## src/rtl/spi_clkdiv_pkg.sv

```systemverilog
package spi_clkdiv_pkg;

  typedef enum logic {
    GRAN_POW2   = 1'b0,
    GRAN_LINEAR = 1'b1
  } gran_e;

  typedef struct packed {
    logic lead;   // idle -> active transition just happened
    logic trail;  // active -> idle transition just happened
  } sclk_edge_t;

endpackage

```

## src/rtl/spi_clkdiv_ratio.sv

```systemverilog
module spi_clkdiv_ratio
  import spi_clkdiv_pkg::*;
#(
  parameter int DIV_W  = 4,
  parameter int EXT_W  = 8,
  parameter int HALF_W = 15
) (
  input  logic              clk,
  input  logic              rst_n,
  input  logic              run_en,
  input  logic              gran_fine,
  input  logic [DIV_W-1:0]  div_field,
  input  logic [EXT_W-1:0]  ext_field,
  input  logic              cpol,
  input  logic              cpha,
  output logic [HALF_W-1:0] act_len,
  output logic [HALF_W-1:0] idle_len,
  output logic              cpol_q,
  output logic              cpha_q
);

  localparam int RATIO_W = HALF_W + 1;

  gran_e               gran;
  logic [RATIO_W-1:0]  ratio;
  logic [RATIO_W:0]    ratio_p1;
  logic [HALF_W-1:0]   act_len_d;
  logic [HALF_W-1:0]   idle_len_d;
  logic                cfg_load;

  assign gran     = gran_e'(gran_fine);
  assign cfg_load = ~run_en;

  always_comb begin
    if (gran == GRAN_LINEAR) begin
      ratio = RATIO_W'({ext_field, div_field}) + RATIO_W'(1);
    end else begin
      ratio = RATIO_W'(1) << div_field;
    end
    ratio_p1   = {1'b0, ratio} + (RATIO_W+1)'(1);
    act_len_d  = HALF_W'(ratio_p1 >> 1);
    if (ratio == RATIO_W'(1)) begin
      idle_len_d = HALF_W'(1);
    end else begin
      idle_len_d = HALF_W'(ratio >> 1);
    end
  end

  always_ff @(posedge clk or negedge rst_n) begin
    if (!rst_n) begin
      act_len  <= HALF_W'(1);
      idle_len <= HALF_W'(1);
      cpol_q   <= 1'b0;
      cpha_q   <= 1'b0;
    end else if (cfg_load) begin
      act_len  <= act_len_d;
      idle_len <= idle_len_d;
      cpol_q   <= cpol;
      cpha_q   <= cpha;
    end
  end

  // captured settings stay frozen across consecutive running cycles
  a_r7_cfg_frozen: assert property (@(posedge clk) disable iff (!rst_n)
    (run_en && $past(run_en)) |-> ($stable(act_len) && $stable(idle_len)
                                   && $stable(cpol_q) && $stable(cpha_q)));

  // neither half of the period may ever be empty
  a_r3_nonzero_halves: assert property (@(posedge clk) disable iff (!rst_n)
    (act_len != '0) && (idle_len != '0));

endmodule

```

## src/rtl/spi_clkdiv_core.sv

```systemverilog
module spi_clkdiv_core
  import spi_clkdiv_pkg::*;
#(
  parameter int HALF_W = 15
) (
  input  logic              clk,
  input  logic              rst_n,
  input  logic              run_en,
  input  logic [HALF_W-1:0] act_len,
  input  logic [HALF_W-1:0] idle_len,
  output logic              lvl_act,
  output sclk_edge_t        edges
);

  logic [HALF_W-1:0] cnt_q, cnt_d;
  logic              act_d;
  sclk_edge_t        edges_d;
  logic [HALF_W-1:0] half_len;
  logic              half_done;

  assign half_len  = lvl_act ? act_len : idle_len;
  assign half_done = (cnt_q == half_len - HALF_W'(1));

  always_comb begin
    cnt_d   = cnt_q;
    act_d   = lvl_act;
    edges_d = '0;
    if (!run_en) begin
      cnt_d = '0;
      act_d = 1'b0;
    end else if (half_done) begin
      cnt_d         = '0;
      act_d         = ~lvl_act;
      edges_d.lead  = ~lvl_act;
      edges_d.trail = lvl_act;
    end else begin
      cnt_d = cnt_q + HALF_W'(1);
    end
  end

  always_ff @(posedge clk or negedge rst_n) begin
    if (!rst_n) begin
      cnt_q   <= '0;
      lvl_act <= 1'b0;
      edges   <= '0;
    end else begin
      cnt_q   <= cnt_d;
      lvl_act <= act_d;
      edges   <= edges_d;
    end
  end

  // a stopped clock returns to idle with a cleared counter
  a_r6_stop_clears: assert property (@(posedge clk) disable iff (!rst_n)
    !run_en |=> (!lvl_act && cnt_q == '0 && edges == '0));

  // the counter never runs past the length of the current half
  a_r3_cnt_in_half: assert property (@(posedge clk) disable iff (!rst_n)
    run_en |-> (cnt_q < half_len));

  // every reported edge coincides with a change of level
  a_r8_edge_on_change: assert property (@(posedge clk) disable iff (!rst_n)
    (edges.lead || edges.trail) |-> (lvl_act != $past(lvl_act)));

  // a lead edge leaves the clock active, a trail edge leaves it idle
  a_r8_edge_direction: assert property (@(posedge clk) disable iff (!rst_n)
    (edges.lead |-> lvl_act) and (edges.trail |-> !lvl_act));

endmodule

```

## src/rtl/spi_clkdiv_strobe.sv

```systemverilog
module spi_clkdiv_strobe
  import spi_clkdiv_pkg::*;
(
  input  logic       clk,
  input  logic       rst_n,
  input  logic       lvl_act,
  input  sclk_edge_t edges,
  input  logic       cpol_q,
  input  logic       cpha_q,
  output logic       sclk,
  output logic       launch_stb,
  output logic       sample_stb
);

  always_comb begin
    sclk = lvl_act ^ cpol_q;
    if (cpha_q) begin
      launch_stb = edges.lead;
      sample_stb = edges.trail;
    end else begin
      launch_stb = edges.trail;
      sample_stb = edges.lead;
    end
  end

  // never more than one strobe in a cycle
  a_r8_one_strobe: assert property (@(posedge clk) disable iff (!rst_n)
    $onehot0({launch_stb, sample_stb}));

  // while the clock is idle the output equals the captured polarity
  a_r5_idle_level: assert property (@(posedge clk) disable iff (!rst_n)
    !lvl_act |-> (sclk == cpol_q));

endmodule

```

## src/rtl/spi_clkdiv.sv

```systemverilog
module spi_clkdiv
  import spi_clkdiv_pkg::*;
#(
  parameter int DIV_W = 4,
  parameter int EXT_W = 8
) (
  input  logic             clk,
  input  logic             rst_n,
  input  logic             run_en,
  input  logic             gran_fine,
  input  logic [DIV_W-1:0] div_field,
  input  logic [EXT_W-1:0] ext_field,
  input  logic             cpol,
  input  logic             cpha,
  output logic             sclk,
  output logic             launch_stb,
  output logic             sample_stb
);

  localparam int FINE_W = DIV_W + EXT_W;
  localparam int POW_W  = (2 ** DIV_W) - 1;
  localparam int HALF_W = (FINE_W > POW_W) ? FINE_W : POW_W;

  logic [HALF_W-1:0] act_len;
  logic [HALF_W-1:0] idle_len;
  logic              cpol_q;
  logic              cpha_q;
  logic              lvl_act;
  sclk_edge_t        edges;

  spi_clkdiv_ratio #(
    .DIV_W  (DIV_W),
    .EXT_W  (EXT_W),
    .HALF_W (HALF_W)
  ) u_ratio (
    .clk       (clk),
    .rst_n     (rst_n),
    .run_en    (run_en),
    .gran_fine (gran_fine),
    .div_field (div_field),
    .ext_field (ext_field),
    .cpol      (cpol),
    .cpha      (cpha),
    .act_len   (act_len),
    .idle_len  (idle_len),
    .cpol_q    (cpol_q),
    .cpha_q    (cpha_q)
  );

  spi_clkdiv_core #(
    .HALF_W (HALF_W)
  ) u_core (
    .clk      (clk),
    .rst_n    (rst_n),
    .run_en   (run_en),
    .act_len  (act_len),
    .idle_len (idle_len),
    .lvl_act  (lvl_act),
    .edges    (edges)
  );

  spi_clkdiv_strobe u_strobe (
    .clk        (clk),
    .rst_n      (rst_n),
    .lvl_act    (lvl_act),
    .edges      (edges),
    .cpol_q     (cpol_q),
    .cpha_q     (cpha_q),
    .sclk       (sclk),
    .launch_stb (launch_stb),
    .sample_stb (sample_stb)
  );

  // a strobe while running always sits on a changed serial clock level
  a_r8_strobe_at_toggle: assert property (@(posedge clk) disable iff (!rst_n)
    (run_en && $past(run_en) && (launch_stb || sample_stb)) |-> (sclk != $past(sclk)));

  // one cycle after a stop, no strobe is present
  a_r6_quiet_after_stop: assert property (@(posedge clk) disable iff (!rst_n)
    !run_en |=> (!launch_stb && !sample_stb));

endmodule

```

## config.mk

```make
export PLATFORM = sky130hd
export DESIGN_NAME = spi_clkdiv
export DESIGN_NICKNAME = d
export VERILOG_FILES = /design/src/rtl/spi_clkdiv_pkg.sv /design/src/rtl/spi_clkdiv_ratio.sv /design/src/rtl/spi_clkdiv_core.sv /design/src/rtl/spi_clkdiv_strobe.sv /design/src/rtl/spi_clkdiv.sv
export SDC_FILE = /design/constraint.sdc
export NUM_CORES = 1
export LEC_CHECK = 0
export ABC_AREA = 1
export BUFFER_PORTS_ARGS = -buffer_cell sky130_fd_sc_hd__buf_2
export CELL_PAD_IN_SITES_DETAIL_PLACEMENT = 1
export CELL_PAD_IN_SITES_GLOBAL_PLACEMENT = 1
export CORE_AREA = 2 2 101 103
export DETAILED_ROUTE_END_ITERATION = 8
export DIE_AREA = 0 0 103 105
export PLACE_DENSITY_LB_ADDON = 0.1
export SYNTH_ARGS = -nofsm -noshare
export SYNTH_HDL_FRONTEND = slang
export SYNTH_SLANG_ARGS = --single-unit
```

## constraint.sdc

```tcl
create_clock -name clk -period 2.6 [get_ports clk]
set_input_delay 0.26 -clock clk [delete_from_list [all_inputs] [get_ports clk]]
set_output_delay 0.26 -clock clk [all_outputs]
set_load 0.01 [all_outputs]
```

# Yosys cells after proc, flatten, opt, wreduce, memory -nomap -nowiden
# Index checks and enable logic that the tools add are counted.
[classes] n_addsub=4 mul=0 div_mod_pow=0 order_cmp=0 n_eq_ne=3 n_shift=1 muxes=11 bitwise_logic=2 n_reduce_logical=0
[ops] cell="$mux 15" count=4
[ops] cell="$add 16x1->16 const B" count=1
[ops] cell="$eq 16x1->1 const B" count=1
[ops] cell="$mux 16" count=1
[ops] cell="$shl 1x4->16 const A" count=1
[ops] cell="$add 15x1->15 const B" count=1
[ops] cell="$eq 15x15->1" count=1
[ops] cell="$sub 15x1->15 const B" count=1
[ops] cell="$add 12x1->13 const B" count=1
[ops] cell="$mux 1" count=4
[ops] cell="$mux 2" count=2
[ops] cell="$ne 2x1->1 const B" count=1
[ops] cell="$not 1->1" count=1
[ops] cell="$xor 1x1->1" count=1
[totals] register_bits=50 latch_bits=0 mem_bits_rw=0 rom_bits=0 in_bits=18 out_inout_bits=3 mem_count=0

# Longest topological paths before layout
[depth] word_depth=5 ltp_mapped=18 mapped_depth_nobuf=17

# Modules after synthesis
# Synthesis repeated with hierarchy kept, for this count alone.
[unflattened] cells_unflattened=661 area_unflattened_um2=4108.9
[by_module_without_submodules] mod="spi_clkdiv_ratio" n_inst=1 cells_per_inst=294 area_each_um2=2098.3 seq_area_each_um2=803.3
[by_module_without_submodules] mod="spi_clkdiv_core" n_inst=1 cells_per_inst=355 area_each_um2=1965.6 seq_area_each_um2=450.4
[by_module_without_submodules] mod="spi_clkdiv_strobe" n_inst=1 cells_per_inst=12 area_each_um2=45.0 seq_area_each_um2=0.0

# Worst setup path after synthesis
# No wires, ideal clock.
[synth_timing] path_kind="flip-flop to flip-flop" from="register u_core.lvl_act" to="register u_core.cnt_q[13]" t_arrival_ps=2072 t_required_ps=2480 path_slack_ps=407 path_stages_with_launch=18 path_buffers=2 cell_sequence="dfrtp_1 -> inv_2 -> buf_6 -> nand2_1 -> nand2_2 -> ha_1 -> nand3_1 -> nor2_4 -> nand2_1 -> nand2_1 -> nand3_1 -> nand2_1 -> nand3_1 -> nor3_2 -> nand2_2 -> nand2_4 -> buf_12 -> nor2_2"
[synth_via] elab_chain_len=5
[synth_rtl] item="start, declared" line_no="spi_clkdiv_core.sv:11" rtl="output logic lvl_act,"
[synth_rtl] item="start signal, assigned" line_no="spi_clkdiv_core.sv:48" rtl="lvl_act <= act_d;"
[synth_rtl] item="$mux 15" line_no="spi_clkdiv_core.sv:21" rtl="assign half_len = lvl_act ? act_len : idle_len;"
[synth_rtl] item="$sub 15x1->15" line_no="spi_clkdiv_core.sv:22" rtl="assign half_done = (cnt_q == half_len - HALF_W'(1));"
[synth_rtl] item="$eq 15x15->1" line_no="spi_clkdiv_core.sv:22"
[synth_rtl] item="$mux 15" line_no="spi_clkdiv_core.sv:31" rtl="end else if (half_done) begin"
[synth_rtl] item="$mux 15" line_no="spi_clkdiv_core.sv:28" rtl="if (!run_en) begin"
[synth_rtl] item="net u_core.cnt_d[13]" line_no="spi_clkdiv_core.sv:15" rtl="logic [HALF_W-1:0] cnt_q, cnt_d;"
[synth_rtl] item="end signal, assigned" line_no="spi_clkdiv_core.sv:47" rtl="cnt_q <= cnt_d;"
[synth_rtl] item="end, declared" line_no="spi_clkdiv_core.sv:15"
# The timed path passes the listed nets, and every way through them passes these cells.
# A chain may end at the register's enable or synchronous reset.

# Worst setup path after layout
[layout_timing] from="register u_core.lvl_act" to="register u_core.cnt_q[3]"
# Same word-level chain as after synthesis.

==> summary.md <==
| Metric | Value |
|---|---|
| Post-synth ARST share | between 90% and 100% |
| Max Clock Skew | ~15 ps |
| Starting Density | between 40% and 50% |
| Final setup viols | 0 |
| Clock buffer depth | 2 |
| Final RePlAce weighted congestion | around 0.88 |
| VDD IR max | ~210 µV |
| Drt pass-1 iters | 4 |
| Reg clk slew, reported paths | ~110 ps |
| Slew Viols, Final | 0 |
| TNS Setup | 0 ps |
| Number of global-route vias before repair | around 4300 |
| GRT Total Usage | 23.5% |
| Measured slew at the worst slew-check pin | about 660 ps |
| CTS tree | done |
| Drt wl/cell | approximately 15 µm |
| Data arrival, critical path | 2590 ps |
| Share of layout cells above drive strength 1 | 13.3% |
| First-pass GRT wire length | just over 20000 µm |
| Fill cells | about 1400 |
| Final Routed Wirelength | 12000 µm |
| Final hold vios | 0 |
| H-tree levels | 2 |
| CP top delay family | simple AND/OR/NAND/NOR gates |
| Core Area | 9640 µm² |
| Yosys warns | 0 |
| Startpoint types | register |
| GRT met3 Usage | under 10% |
| Reg2Reg Setup Slack | around 230 ps |
| RSZ-0062 raised after global routing | false |
| Fin nets | between 700 and 800 |
| CP Capture Type | register |
| Max frequency | between 400 and 500 MHz |
| Leakage | 0.00233 µW |
| Total power | around 2000 µW |
| Final Cycle Share | around 91% |
| Row count | 36 |
| Clock period minus worst slack | between 2000 and 2500 ps |
| WHS Path Cells | 3 |
| Status | finished clean |
| Worst path slowest cell | dfrtp_1 |
| TritonCTS buffer count | 5 |
| Antenna viol nets, final | 0 |
| Grt met2 use | between 40% and 50% |
| GR Layer Usage met1 | 29.5% |
| Sequence of cells on the critical path | inv_2 > nand2_1 > nand2_2 > ha_2 > nand3_1 > nor2_4 > buf_4 > nand3_1 > nand2_1 > nand2_1 > inv_1 > nand3_1 > nor2_1 > nand2_2 > nand2_8 > nor2_1 |
| Gr ovfl total | 0 |
| Number of instances in the placed design | ~810 |
| Slowest stage delay, CP | roughly 420 ps |
| WS Path Type | register to register |
| Clock Latency Late Sink | 330 ps |
| Max Cap Viol | 0 |
| Critical-path maximum fanout | 15 |
| Root buffer cell | clkbuf_8 |
| Synthesis-stage register bit count | 50 |
| Die ar. | approximately 11000 µm² |
| Hold endpoint | u_ratio.cpha_q |
| Crit path buf inv count | 3 |
| Antenna fix cells | 0 |
| Post-synthesis sequential area ratio | between 30% and 40% |
| Iteration-0 DRC Markers | ~130 |
| Slew headroom | roughly 56% |
| Core Util, Final | 47.4% |
| Library cells used by synthesis | 39 |
| Post-synth EDFFs | 0 |
| Req. time, crit path | between 2000 and 3000 ps |
| Grt peak-use layer | met2 |
| Die H | 105 µm |
| HP Class | primary input to register |
| DR vias | 4183 |
| I/O Buffers | 20 |
| Ports | 21 |
| Syn avg cell area | ~6.3 µm² |
| DRC | 0 |
| Hold path start | cpha |
| Cell area after synthesis | slightly above 4000 µm² |
| Pwr dens | roughly 430 nW/µm² |
| Commonest non-fill, non-tap cell in the layout | nand2_1 |
| Area grow syn2layout | 9.81% |
| Initial antenna violation count | 0 |
| DPL Wire Length | about 10000 µm |
| Die width | approximately 100 µm |
| Syn nets | about 690 |
| Cells after Synth | between 600 and 700 |
| DR vias/cell | approximately 5.1 |
| Most frequent cells in the layout | nand2_1, inv_1, nand3_1, nor2_1, dfrtp_1 |
| Reg-to-Reg End | u_core.cnt_q[3] |
| Worst r2r src | u_core.lvl_act |
| Cells on worst reg2reg path | 16 |
| Largest net degree at the start of global routing | 27 |
| Sink Count | 50 |
| Fin cells | 824 |
| Most used DFF post-synth | dfrtp_1 |
## area by class of cell
class                           count  area (µm²)  share of cell area (%)
Clock buffer                        5        68.8                    1.51
Timing Repair Buffer               38         254                    5.56
Sequential cell                    50        1250                    27.5
Multi-Input combinational cell    502        2440                    53.5
Inverter                           93         349                    7.65
Clock inverter                      3        28.8                   0.630
Tap cell                          133         166                    3.65
## cell families (layout without fill, tap and decap cells)
group           count (synthesis)  in the layout  synth area share, %
xor+xnor                       17             17                 3.58
compound gates                 59             59                 7.77
flops                          50             50                 30.2
simple gates                  416            416                 44.2
buf+inv                       109            139                 11.3
fa+ha+maj                      10             10                 3.01
## sequential cells by signal, summed over array words and instances (netlist names)
signal	count
u_core.cnt_q	15
u_ratio.idle_len	15
u_ratio.cpha_q	1
u_ratio.cpol_q	1
u_ratio.act_len	15
u_core.edges	2
u_core.lvl_act	1
## power breakdown
group / total (µW) / internal (µW) / leakage (µW) / switching, µW
Sequential: 858 / 826 / 0.000660 / 32.0
Clock: 512 / 202 / 0.0000506 / 310
Combinational: 611 / 201 / 0.00162 / 410
Total: 1980 / 1230 / 0.00233 / 753
## how the worst max path moves through the flow
stage	from	endpoint	slack, ps	cells past startpoint
2_1_floorplan	u_core.lvl_act	u_core.cnt_q[13]	410	17
3_3_place_gp	u_core.lvl_act	u_core.cnt_q[1]	230	14
3_5_place_dp	div_field[1]	u_ratio.act_len[9]	140	13
4_1_cts	u_core.lvl_act	u_core.cnt_q[3]	120	15
5_1_grt	u_core.lvl_act	u_core.cnt_q[3]	20	16
6_report	u_core.lvl_act	u_core.cnt_q[3]	230	16
## worst reg2reg max path, cell delays in order (launching register included)
cell and delay [ps]:
dfrtp_1 420, inv_2 140, nand2_1 90, nand2_2 100, ha_2 230, nand3_1 130
nor2_4 160, buf_4 150, nand3_1 70, nand2_1 90, nand2_1 50, inv_1 70
nand3_1 80, nor2_1 140, nand2_2 120, nand2_8 150, nor2_1 70
## synthesized netlist by cell type (all sizes together) (4+ instances only)
library cell	instances	area (µm²)
xnor2	4	35.0
ha	10	125
o21ai	45	229
nand2	233	922
xor2	13	114
nand3	74	380
nand4	10	62.6
dfrtp	48	1200
nor3	8	50.1
clkbuf	6	22.5
a21oi	6	30.0
buf	10	98.8
inv	91	342
nor2	87	394
## repair_timing
item	in CTS	in global routing
buffers inserted	0	2
hold endpoints to repair	18	0
endpoints found under the setup margin	0	18
hold buffers	1	0
resized for setup	0	4
## routing by layer
metal,vias up,wire [µm]
li1,2122,-
met1,1983,5550
met2,54,5910
met3,24,256
met4,0,314
met5,-,0
## through the flow
step / hold slack [ps] / setup slack [ps] / instance area (µm²)
after floorplan: -35.6 / 407 / 4160
after global placement: 270 / 233 / 4430
after detailed placement: 276 / 143 / 4430
after CTS: 114 / 118 / 4530
after global routing: 129 / 24.7 / 4560
final: 112 / 229 / 4560
No activity file was read; power rests on OpenSTA's default activity.
